===== config.mk =====
export PLATFORM = sky130hd
export DESIGN_NAME = pin_cond_irq
export DESIGN_NICKNAME = d
export VERILOG_FILES = /design/src/rtl/pin_cond_pkg.sv /design/src/rtl/pin_cfg_regs.sv /design/src/rtl/pin_sync_stage.sv /design/src/rtl/pin_trig_detect.sv /design/src/rtl/pin_pad_drive.sv /design/src/rtl/pin_cond_irq.sv
export SDC_FILE = /design/constraint.sdc
export NUM_CORES = 1
export LEC_CHECK = 0
export ABC_AREA = 1
export BUFFER_PORTS_ARGS = -buffer_cell sky130_fd_sc_hd__buf_2
export CAP_MARGIN = 30
export CORE_ASPECT_RATIO = 1.25
export CORE_MARGIN = 5
export CORE_UTILIZATION = 44
export CTS_BUF_LIST = sky130_fd_sc_hd__clkbuf_8
export DETAILED_ROUTE_END_ITERATION = 10
export GPL_ROUTABILITY_DRIVEN = 0
export PLACE_DENSITY = 0.84
export SETUP_SLACK_MARGIN = 0.5
export SYNTH_ARGS = -nofsm -noshare
export SYNTH_HDL_FRONTEND = slang
export SYNTH_SLANG_ARGS = --single-unit
export TNS_END_PERCENT = 20

===== constraint.sdc =====
create_clock -name clk -period 2.96 [get_ports clk]
set_input_delay 0.592 -clock clk [delete_from_list [all_inputs] [get_ports clk]]
set_output_delay 0.592 -clock clk [all_outputs]
set_load 0.01 [all_outputs]

===== src/rtl/pin_cond_pkg.sv =====
// Shared settings layout and trigger codes for the pin conditioning block.
// Assumes a 32-bit register word; field positions are fixed here only.
package pin_cond_pkg;

    localparam int REG_W = 32;

    localparam logic [2:0] TRIG_OFF  = 3'd0;
    localparam logic [2:0] TRIG_RISE = 3'd1;
    localparam logic [2:0] TRIG_FALL = 3'd2;
    localparam logic [2:0] TRIG_ANY  = 3'd3;
    localparam logic [2:0] TRIG_LOW  = 3'd4;
    localparam logic [2:0] TRIG_HIGH = 3'd5;

    localparam int POS_TRIG  = 0;
    localparam int POS_STA   = 3;
    localparam int POS_STB   = 5;
    localparam int POS_OD    = 7;
    localparam int POS_WAKE  = 8;
    localparam int POS_CPU   = 13;
    localparam int POS_NMI   = 14;

    localparam int STAT_FLAG = 0;
    localparam int STAT_COND = 1;

    typedef struct packed {
        logic       nmi_en;
        logic       cpu_en;
        logic       wake_en;
        logic       open_drain;
        logic [1:0] stb_mode;
        logic [1:0] sta_mode;
        logic [2:0] trig;
    } pin_cfg_t;

    function automatic pin_cfg_t unpack_cfg(input logic [REG_W-1:0] w);
        pin_cfg_t c;
        c.trig       = w[POS_TRIG +: 3];
        c.sta_mode   = w[POS_STA +: 2];
        c.stb_mode   = w[POS_STB +: 2];
        c.open_drain = w[POS_OD];
        c.wake_en    = w[POS_WAKE];
        c.cpu_en     = w[POS_CPU];
        c.nmi_en     = w[POS_NMI];
        return c;
    endfunction

    function automatic logic [REG_W-1:0] pack_cfg(input pin_cfg_t c);
        logic [REG_W-1:0] w;
        w                  = '0;
        w[POS_TRIG +: 3]   = c.trig;
        w[POS_STA +: 2]    = c.sta_mode;
        w[POS_STB +: 2]    = c.stb_mode;
        w[POS_OD]          = c.open_drain;
        w[POS_WAKE]        = c.wake_en;
        w[POS_CPU]         = c.cpu_en;
        w[POS_NMI]         = c.nmi_en;
        return w;
    endfunction

    function automatic logic is_edge_trig(input logic [2:0] t);
        return (t == TRIG_RISE) || (t == TRIG_FALL) || (t == TRIG_ANY);
    endfunction

endpackage


===== src/rtl/pin_cfg_regs.sv =====
// Settings register and read-back mux for one pin.
// Assumes a single-cycle write strobe; reads are combinational from reg_addr.
module pin_cfg_regs
    import pin_cond_pkg::*;
#(
    parameter int ADDR_W    = 2,
    parameter int CFG_ADDR  = 0,
    parameter int STAT_ADDR = 1
) (
    input  logic              clk,
    input  logic              rst_n,
    input  logic              we,
    input  logic [ADDR_W-1:0] addr,
    input  logic [REG_W-1:0]  wdata,
    input  logic              status,
    input  logic              cond_in,
    output pin_cfg_t          cfg,
    output logic              cfg_wr,
    output logic              stat_clr,
    output logic [REG_W-1:0]  rdata
);

    localparam logic [ADDR_W-1:0] A_CFG  = ADDR_W'(CFG_ADDR);
    localparam logic [ADDR_W-1:0] A_STAT = ADDR_W'(STAT_ADDR);

    // Decode the write strobes for the two registers.
    assign cfg_wr   = we && (addr == A_CFG);
    assign stat_clr = we && (addr == A_STAT) && wdata[STAT_FLAG];

    // Hold the settings word; reset to all fields zero.
    always_ff @(posedge clk) begin
        if (!rst_n) begin
            cfg <= '0;
        end else if (cfg_wr) begin
            cfg <= unpack_cfg(wdata);
        end
    end

    // Select read data by address.
    always_comb begin
        rdata = '0;
        if (addr == A_CFG) begin
            rdata = pack_cfg(cfg);
        end else if (addr == A_STAT) begin
            rdata[STAT_FLAG] = status;
            rdata[STAT_COND] = cond_in;
        end
    end

endmodule


===== src/rtl/pin_sync_stage.sv =====
// One retiming stage: pass-through, falling-edge capture or rising-edge capture.
// Assumes din is stable around whichever clock edge the mode selects.
module pin_sync_stage (
    input  logic       clk,
    input  logic       rst_n,
    input  logic [1:0] mode,
    input  logic       din,
    output logic       dout
);

    logic q_rise;
    logic q_fall;

    // Capture on the rising edge.
    always_ff @(posedge clk) begin
        if (!rst_n) q_rise <= 1'b0;
        else        q_rise <= din;
    end

    // Capture on the falling edge.
    always_ff @(negedge clk) begin
        if (!rst_n) q_fall <= 1'b0;
        else        q_fall <= din;
    end

    // Pick the stage output by mode.
    always_comb begin
        case (mode)
            2'd0:    dout = din;
            2'd1:    dout = q_fall;
            default: dout = q_rise;
        endcase
    end

    // in a rising-capture mode the output is the input one edge earlier.
    a_r2_rise_capture: assert property (@(posedge clk) disable iff (!rst_n)
        mode[1] |=> (!mode[1] || dout == $past(din)));

endmodule


===== src/rtl/pin_trig_detect.sv =====
// Trigger detector and status bit for one pin.
// Assumes cfg_wr marks the cycle in which the trigger type may change; edges
// are not taken in that cycle, so a reconfiguration cannot create one.
module pin_trig_detect
    import pin_cond_pkg::*;
(
    input  logic       clk,
    input  logic       rst_n,
    input  logic [2:0] trig,
    input  logic       cond_in,
    input  logic       cfg_wr,
    input  logic       stat_clr,
    output logic       status
);

    logic prev_in;
    logic edge_hit;
    logic level_hit;

    // Keep the conditioned input from the previous rising edge.
    always_ff @(posedge clk) begin
        if (!rst_n) prev_in <= 1'b0;
        else        prev_in <= cond_in;
    end

    // Classify the current input against the selected trigger.
    always_comb begin
        edge_hit  = 1'b0;
        level_hit = 1'b0;
        case (trig)
            TRIG_RISE: edge_hit  = cond_in & ~prev_in;
            TRIG_FALL: edge_hit  = ~cond_in & prev_in;
            TRIG_ANY:  edge_hit  = cond_in ^ prev_in;
            TRIG_LOW:  level_hit = ~cond_in;
            TRIG_HIGH: level_hit = cond_in;
            default: begin
                edge_hit  = 1'b0;
                level_hit = 1'b0;
            end
        endcase
    end

    // Update status: sticky for edges, level-following for levels, zero when off.
    always_ff @(posedge clk) begin
        if (!rst_n) begin
            status <= 1'b0;
        end else if (trig == TRIG_LOW || trig == TRIG_HIGH) begin
            status <= level_hit;
        end else if (is_edge_trig(trig)) begin
            if (edge_hit && !cfg_wr) status <= 1'b1;
            else if (stat_clr)       status <= 1'b0;
        end else begin
            status <= 1'b0;
        end
    end

    // an edge status holds until cleared or reconfigured.
    a_r6_sticky: assert property (@(posedge clk) disable iff (!rst_n)
        (is_edge_trig(trig) && status && !stat_clr && !cfg_wr) |=> status);

    // a present high level shows in status on the next edge.
    a_r7_level_high: assert property (@(posedge clk) disable iff (!rst_n)
        (trig == TRIG_HIGH && cond_in) |=> status);

    // the off setting never leaves status set.
    a_r8_off_clear: assert property (@(posedge clk) disable iff (!rst_n)
        (trig == TRIG_OFF) |=> !status);

endmodule


===== src/rtl/pin_pad_drive.sv =====
// Output driver mode: push-pull or open-drain.
// Assumes the pad resolves a released (disabled) driver to its pull-up.
module pin_pad_drive (
    input  logic open_drain,
    input  logic core_out,
    input  logic core_oe,
    output logic pad_out,
    output logic pad_oe
);

    // Map core data and enable onto the pad driver.
    always_comb begin
        if (open_drain) begin
            pad_out = 1'b0;
            pad_oe  = core_oe & ~core_out;
        end else begin
            pad_out = core_out;
            pad_oe  = core_oe;
        end
    end

endmodule


===== src/rtl/pin_cond_irq.sv =====
// Top of the pin block: two retiming stages, trigger detector, interrupt
// routing, wake-up request and pad drive mode.
// Assumes all inputs change away from both clock edges.
module pin_cond_irq
    import pin_cond_pkg::*;
#(
    parameter int ADDR_W = 2
) (
    input  logic              clk,
    input  logic              rst_n,
    input  logic              reg_we,
    input  logic [ADDR_W-1:0] reg_addr,
    input  logic [REG_W-1:0]  reg_wdata,
    output logic [REG_W-1:0]  reg_rdata,
    input  logic              pad_in,
    input  logic              core_out,
    input  logic              core_oe,
    output logic              pad_out,
    output logic              pad_oe,
    output logic              irq_cpu,
    output logic              irq_nmi,
    output logic              wake_req
);

    localparam int N_STAGE = 2;

    pin_cfg_t   cfg;
    logic       cfg_wr;
    logic       stat_clr;
    logic       status;
    logic [1:0] stage_mode [N_STAGE];
    logic [N_STAGE:0] chain;
    logic       cond_in;

    pin_cfg_regs #(.ADDR_W(ADDR_W)) u_regs (
        .clk      (clk),
        .rst_n    (rst_n),
        .we       (reg_we),
        .addr     (reg_addr),
        .wdata    (reg_wdata),
        .status   (status),
        .cond_in  (cond_in),
        .cfg      (cfg),
        .cfg_wr   (cfg_wr),
        .stat_clr (stat_clr),
        .rdata    (reg_rdata)
    );

    // Present the per-stage modes as an array for the chain.
    assign stage_mode[0] = cfg.sta_mode;
    assign stage_mode[1] = cfg.stb_mode;
    assign chain[0]      = pad_in;

    for (genvar gi = 0; gi < N_STAGE; gi++) begin : g_stage
        pin_sync_stage u_stage (
            .clk   (clk),
            .rst_n (rst_n),
            .mode  (stage_mode[gi]),
            .din   (chain[gi]),
            .dout  (chain[gi+1])
        );
    end

    assign cond_in = chain[N_STAGE];

    pin_trig_detect u_trig (
        .clk      (clk),
        .rst_n    (rst_n),
        .trig     (cfg.trig),
        .cond_in  (cond_in),
        .cfg_wr   (cfg_wr),
        .stat_clr (stat_clr),
        .status   (status)
    );

    pin_pad_drive u_drive (
        .open_drain (cfg.open_drain),
        .core_out   (core_out),
        .core_oe    (core_oe),
        .pad_out    (pad_out),
        .pad_oe     (pad_oe)
    );

    // Route status to each interrupt line through its own enable.
    assign irq_cpu = status & cfg.cpu_en;
    assign irq_nmi = status & cfg.nmi_en;

    // Clock-free wake-up from a present level on the raw pad.
    assign wake_req = cfg.wake_en &
                      (((cfg.trig == TRIG_LOW) & ~pad_in) |
                       ((cfg.trig == TRIG_HIGH) & pad_in));

    // no interrupt without a pending status.
    a_r9_irq_needs_status: assert property (@(posedge clk) disable iff (!rst_n)
        !status |-> (!irq_cpu && !irq_nmi));

    // open-drain never drives a high level.
    a_r10_od_no_high: assert property (@(posedge clk) disable iff (!rst_n)
        (cfg.open_drain && pad_oe) |-> !pad_out);

    // a wake request needs the wake enable and a level trigger.
    a_r11_wake_gated: assert property (@(posedge clk) disable iff (!rst_n)
        wake_req |-> (cfg.wake_en && (cfg.trig == TRIG_LOW || cfg.trig == TRIG_HIGH)));

endmodule


==> summary.md, run 1 <==
| Metric | Value |
|---|---|
| Post-route cell area | `1260 um^2` |
| CTS tree | `yes` |
| Async SR Flop Fraction | `0` |
| Hold crit path type | `flop to flop` |
| Synth Register Bits | `17` |
| Synth top area cells | `dfxtp_1, buf_4, inv_1, o21ai_0, nor2_1` |
| CP required | `2.37 ns` |
| Critical Path Fanout Max | `2` |
| Buf+Inv Stages, Crit Path | `1` |
| Routed vias/inst | `4.48` |
| Port buffer count | `34` |
| Power Total | `642 uW` |
| Total grt overflow | `0` |
| Critical path class | `flop to primary output` |
| Avg Inst Size Synth | `6.89 um^2` |
| Synth Cell Area | `1010 um^2` |
| PwrDens | `507 nW/um^2` |
| Max Slew Vio Count | `0` |
| CP max stage cell | `dfxtp_1` |
| Worst Setup Start Kind | `flop` |
| Final setup skew | `0.0710 ns` |
| Largest area contributor in the netlist | `dfxtp_1` |
| DIE HEIGHT | `63.6 um` |
| Final hold violations | `0` |
| Leak pwr | `0.663 nW` |
| Cell variety after synth | `25` |
| Cell Chain, Critical Path | `nand2_1 > nand3_2 > nand3_4 > nand3_4 > nand2_1 > o21ai_1 > buf_2` |
| Most frequent cell after synthesis | `inv_1` |
| DIE AREA | `3370 um^2` |
| Most frequent cells after synthesis | `inv_1, buf_4, dfxtp_1, nor2_1, nand2_1` |
| RR Endpoint | `u_trig.status` |
| Worst R2R Path Depth | `13` |
| Initial antenna violation count | `0` |
| Final worst-path setup slack | `-0.339 ns` |
| RSZ-0062 raised after global routing | `yes` |
| Hold path depth | `2` |
| CTS root buffer | `clkbuf_8` |
| Area share of the largest cell type after synthesis | `0.336` |
| Clk_lat worst skew | `0.32 ns` |
| CP peak stage delay | `0.29 ns` |
| Syn Inst Count | `147` |
| CTS Buffer Depth | `2` |
| FF-to-FF setup slack | `-0.30 ns` |
| DRC violations left | `0` |
| Worst Path Arrival | `2.71 ns` |
| Iter 0 DRT Violations | `38` |
| Initial core utilization | `0.458` |
| First-pass GRT wire length | `3510 um` |
| VDD IR max | `0.413 mV` |
| Layout Nets | `226` |
| Layout cell share with drive strength beyond 1 | `0.293` |
| Post-route ant nets | `0` |
| Ys flop type | `dfxtp_1` |
| Worst-path clk slew | `0.07 ns` |
| Global-route usage over all layers | `0.141` |
| Hold_ws | `0.469 ns` |
| Hold Startpoint | `u_regs.cfg[9]` |
| DP HPWL | `1740 um` |
| Setup violations, final | `2` |
| Worst path top cell family by delay | `simple AND/OR/NAND/NOR gates` |
| FF-to-FF Start | `g_stage[0].u_stage.q_fall` |
| 1st-pass router iterations | `4` |
| Die width | `52.9 um` |
| Sink Count | `17` |
| Row cnt | `19` |
| Drt total wl | `2270 um` |
| ANT cells | `0` |
| MaxCap Viol Count | `0` |
| Vias in the first global route | `859` |
| Endpoint class of the critical path | `primary output` |
| CTS Buf Count | `3` |
| Util after Layout | `0.572` |
| Core area | `2210 um^2` |
| Failing checks | `negative setup slack` |
| Htree depth | `1` |
| Vias | `964` |
| Status | `complete, but fails checks` |
| Placed cell area | `1150 um^2` |
| Slew @ Worst Pin | `0.509 ns` |
| WHS Endpoint | `u_regs.cfg[9]` |
| Syn-to-layout area delta | `25.0%` |
| Worst rel slew slack | `0.660` |
| Num ports | `77` |
| Sequential element share of the synthesized area | `0.336` |
| Synth warnings | `0` |
| EDFF count, synth | `0` |
| Wire per inst | `10.5 um` |
| Largest net degree at the start of global routing | `22` |
| Fin Setup TNS | `-0.634 ns` |
==> worst max-delay path by stage <==
stage / start / cells past startpoint / to / slack [ns]
3_5_place_dp: g_stage[0].u_stage.q_fall / 12 / u_trig.status / -0.07
2_1_floorplan: g_stage[0].u_stage.q_fall / 12 / u_trig.status / 0.06
5_1_grt: g_stage[0].u_stage.q_fall / 13 / u_trig.status / -0.46
3_3_place_gp: g_stage[0].u_stage.q_fall / 12 / u_trig.status / -0.01
4_1_cts: g_stage[0].u_stage.q_fall / 7 / reg_rdata[1] / -0.34
6_report: g_stage[0].u_stage.q_fall / 7 / reg_rdata[1] / -0.34
==> per-layer routing <==
layer / share of wire / track usage / up-vias / routed length, um
met2: 0.55 / 0.248 / 36 / 1240
li1: - / - / 490 / -
met3: 0.083 / 0.0354 / 6 / 188
met4: 0.028 / 0.102 / 0 / 63
met5: 0 / 0 / - / 0
met1: 0.34 / 0.133 / 432 / 774
==> per-stage QoR <==
step | setup slack (ns) | instances
after floorplan | 0.0581 | 167
after CTS | -0.336 | 214
after detailed placement | -0.0688 | 208
after global routing | -0.459 | 215
after global placement | -0.00972 | 208
final | -0.339 | 215
==> area by class of cell <==
type                            instances  area (um^2)
Sequential cell                        17          340
Clock buffer                            3         41.3
Multi-Input combinational cell        100          520
Fill cell                             218          946
Inverter                               24         90.1
Timing Repair Buffer                   37          196
Clock inverter                          3         37.5
Tap cell                               31         38.8
==> cell usage in the layout (no fill, tap or decap), drive strengths merged <==
master,instances
a211oi,1
a21boi,1
a21oi,11
and3,1
buf,37
bufinv,1
clkbuf,3
conb,21
dfxtp,17
ha,1
inv,26
nand2,18
nand3,6
nand4,2
nor2,18
nor3,2
o21ai,15
or2,2
xor2,1
==> worst min-delay path, cell delays in order (launching register included) <==
cell	delay, ns
dfxtp_1	0.31
inv_1	0.06
a21oi_1	0.05
==> cells by family after synthesis <==
group,after synthesis,synth area share
xor gates and xnor gates,1,0.00865
other,1,0.00370
and+or+nand+nor,49,0.230
DFF,17,0.336
buffers and inverters,50,0.266
AOI/OAI and AO/OA,28,0.143
adders and majority gates,1,0.0124
==> timing repair <==
action / 4_1_cts / 5_1_grt
endpoints found under the setup margin: 2 / 3
buffers inserted: 1 / 1
resized for setup: 1 / 5
pin swaps: 1 / 4
hold buffers: 0 / 0
==> report_power, final <==
part	switching (mW)	internal [mW]
Combinational	0.0700	0.0478
Clock	0.0889	0.184
Sequential	0.00794	0.243
Total	0.167	0.475
==> flip-flops by register name, summed over array words and instances, names as in the netlist <==
register / flops
u_regs.cfg: 11
g_stage.u_stage.q_fall: 2
g_stage.u_stage.q_rise: 2
u_trig.prev_in: 1
u_trig.status: 1
Note: power is estimated with default switching activity, not from simulation.
==> run 2, diff against run 1 <==
Settings changed: SETUP_SLACK_MARGIN 0.5 to 0.2.
Clock period 2.96 ns to 3.8 ns, I/O delays scaled along.
==> summary.md, run 2 (same netlist as run 1, synthesis figures left out) <==
| Metric | Value |
|---|---|
| Status | `complete, but fails checks (unchanged)` |
| Failing checks | `negative setup slack (unchanged)` |
| Final hold violations | `0 (unchanged)` |
| CTS Buffer Depth | `2 (unchanged)` |
| Layout cell share with drive strength beyond 1 | `0.258 (was 0.293)` |
| Multi-input gate area | `488 um^2 (was 520 um^2)` |
| Hold_ws | `0.469 ns (about the same)` |
| Vias | `935 (was 964)` |
| Post-route ant nets | `0 (unchanged)` |
| Fin Setup TNS | `-0.0155 ns (was -0.634 ns)` |
| Core area | `2210 um^2 (unchanged)` |
| Internal | `292 uW (was 475 uW)` |
| Htree depth | `1 (unchanged)` |
| DRC violations left | `0 (unchanged)` |
| Combinational group share of total power | `0.189 (was 0.184)` |
| Post-route cell area | `1190 um^2 (was 1260 um^2)` |
| CTS tree | `yes (unchanged)` |
| Initial antenna violation count | `0 (unchanged)` |
| Global-route usage over all layers | `0.134 (was 0.141)` |
| CTS root buffer | `clkbuf_8 (unchanged)` |
| Sequential power share | `0.480 (was 0.391)` |
| Iter 0 DRT Violations | `21 (was 38)` |
| Most common cell after layout, fill and taps aside | `buf_2 (unchanged)` |
| Total grt overflow | `0 (unchanged)` |
| Syn-to-layout area delta | `17.3% (was 25.0%)` |
| Worst rel slew slack | `0.625 (was 0.660)` |
| Drt total wl | `2060 um (was 2270 um)` |
| Clk_lat worst skew | `0.31 ns (was 0.32 ns)` |
| Die width | `52.9 um (unchanged)` |
| PwrDens | `343 nW/um^2 (was 507 nW/um^2)` |
| MaxCap Viol Count | `0 (unchanged)` |
| Reg area | `340 um^2 (unchanged)` |
| CTS Buf Count | `3 (unchanged)` |
| Port buffer count | `34 (unchanged)` |
| Worst-path clk slew | `0.06 ns (was 0.07 ns)` |
| Initial core utilization | `0.458 (unchanged)` |
| Sink Count | `17 (unchanged)` |
| Most frequent cells in the layout | `buf_2, inv_1, conb_1 (unchanged)` |
| DIE HEIGHT | `63.6 um (unchanged)` |
| Routed vias/inst | `4.39 (was 4.48)` |
| RSZ-0062 raised after global routing | `yes (unchanged)` |
| Largest regs | `u_regs.cfg (11), g_stage.u_stage.q_fall (2), g_stage.u_stage.q_rise (2) (unchanged)` |
| Worst Path Arrival | `3.06 ns (was 2.71 ns)` |
| Psw | `115 uW (was 167 uW)` |
| Cell Count Post-Placement | `207 (was 208)` |
| Slew @ Worst Pin | `0.563 ns (was 0.509 ns)` |
| Max Slew Vio Count | `0 (unchanged)` |
| Clock share of power | `0.330 (was 0.425)` |
| Wire per inst | `9.67 um (was 10.5 um)` |
| Critical Path Fanout Max | `2 (unchanged)` |
| Sw Share | `0.282 (was 0.260)` |
| Max reg flops | `11 (unchanged)` |
| Non-Filler Instances | `213 (was 215)` |
| Row cnt | `19 (unchanged)` |
| Final worst-path setup slack | `-0.0155 ns (was -0.339 ns)` |
| CP required | `3.04 ns (was 2.37 ns)` |
| Endpoint class of the critical path | `primary output (unchanged)` |
| Final setup skew | `0.0667 ns (was 0.0710 ns)` |
| Num ports | `77 (unchanged)` |
| DP HPWL | `1570 um (was 1740 um)` |
| Setup violations, final | `1 (was 2)` |
| Biggest register | `u_regs.cfg (unchanged)` |
| Vias in the first global route | `903 (was 859)` |
| Hold crit path type | `flop to flop (unchanged)` |
| Hold_buf cts | `0 (unchanged)` |
| Largest net degree at the start of global routing | `22 (unchanged)` |
| DIE AREA | `3370 um^2 (unchanged)` |
| VDD IR max | `0.291 mV (was 0.413 mV)` |
| ANT cells | `0 (unchanged)` |
| First-pass GRT wire length | `3480 um (was 3510 um)` |
| Critical path class | `flop to primary output (unchanged)` |
| Leak pwr | `0.640 nW (was 0.663 nW)` |
| Layout Nets | `224 (was 226)` |
| Placed cell area | `1120 um^2 (was 1150 um^2)` |
| 1st-pass router iterations | `4 (unchanged)` |
| Power Total | `407 uW (was 642 uW)` |
| Fill count | `242 (was 218)` |
| Worst Setup Start Kind | `flop (unchanged)` |
-- run 2: cell types whose count changed in the layout (fill, tap and decap cells not counted), sizes merged --
| cell | change |
|---|---|
| buf | -2 |
| bufinv | -1 |
| inv | +1 |
-- run 2: path summary, 6_finish.rpt --
| check | from | endpoint | slack [ns] | cells past startpoint |
|---|---|---|---|---|
| worst max-delay path | g_stage[0].u_stage.q_fall | reg_rdata[1] | -0.02 | 7 |
| worst min-delay path | u_regs.cfg[10] | u_regs.cfg[10] | 0.47 | 2 |
| worst max register to register | g_stage[0].u_stage.q_fall | u_trig.status | 0.13 | 13 |
| worst min register to register | u_regs.cfg[10] | u_regs.cfg[10] | 0.47 | 2 |
-- run 2: metal layers --
metal  wire length, um  vias to the layer above  track usage
met3               148                        5       0.0259
met2              1090                       26        0.248
met5                 0                        -            0
met1               782                      421        0.138
li1                  -                      483            -
met4                42                        0       0.0575
-- run 2: per-stage QoR --
step,utilization,worst slack (ns)
after floorplan,-,0.315
after global placement,0.507,0.216
after detailed placement,0.507,0.191
after CTS,0.537,-0.00988
after global routing,0.537,-0.0727
final,0.537,-0.0155
-- run 2: cell type report --
cell class	count	area share
Clock buffer	3	0.0348
Clock inverter	3	0.00948
Inverter	24	0.0759
Multi-Input combinational cell	100	0.411
Sequential cell	17	0.287
Tap cell	31	0.0327
Timing Repair Buffer	35	0.150
-- run 2: power groups by stage --
stage	registers, mW	logic, mW	clock network [mW]
after floorplan	0.198	0.0679	0.00495
after global placement	0.199	0.0711	0.00495
after detailed placement	0.199	0.0727	0.00495
after CTS	0.195	0.0769	0.138
after global routing	0.197	0.0890	0.147
final	0.195	0.0770	0.134
-- run 2: critical path: stages, from the launching register on --
cell     delay [ns]
dfxtp_1        0.29
nand2_1        0.07
nand3_2        0.08
nand3_2        0.09
nand3_4        0.07
nand2_1        0.06
o21ai_1        0.05
buf_2          0.15
-- run 2: repair_timing --
| item | CTS | global route |
|---|---|---|
| setup buffers | 1 | 0 |
| gates cloned | 0 | 0 |
| pin swaps | 5 | 1 |
| resized for setup | 3 | 0 |
| endpoints found under the setup margin | 2 | 2 |
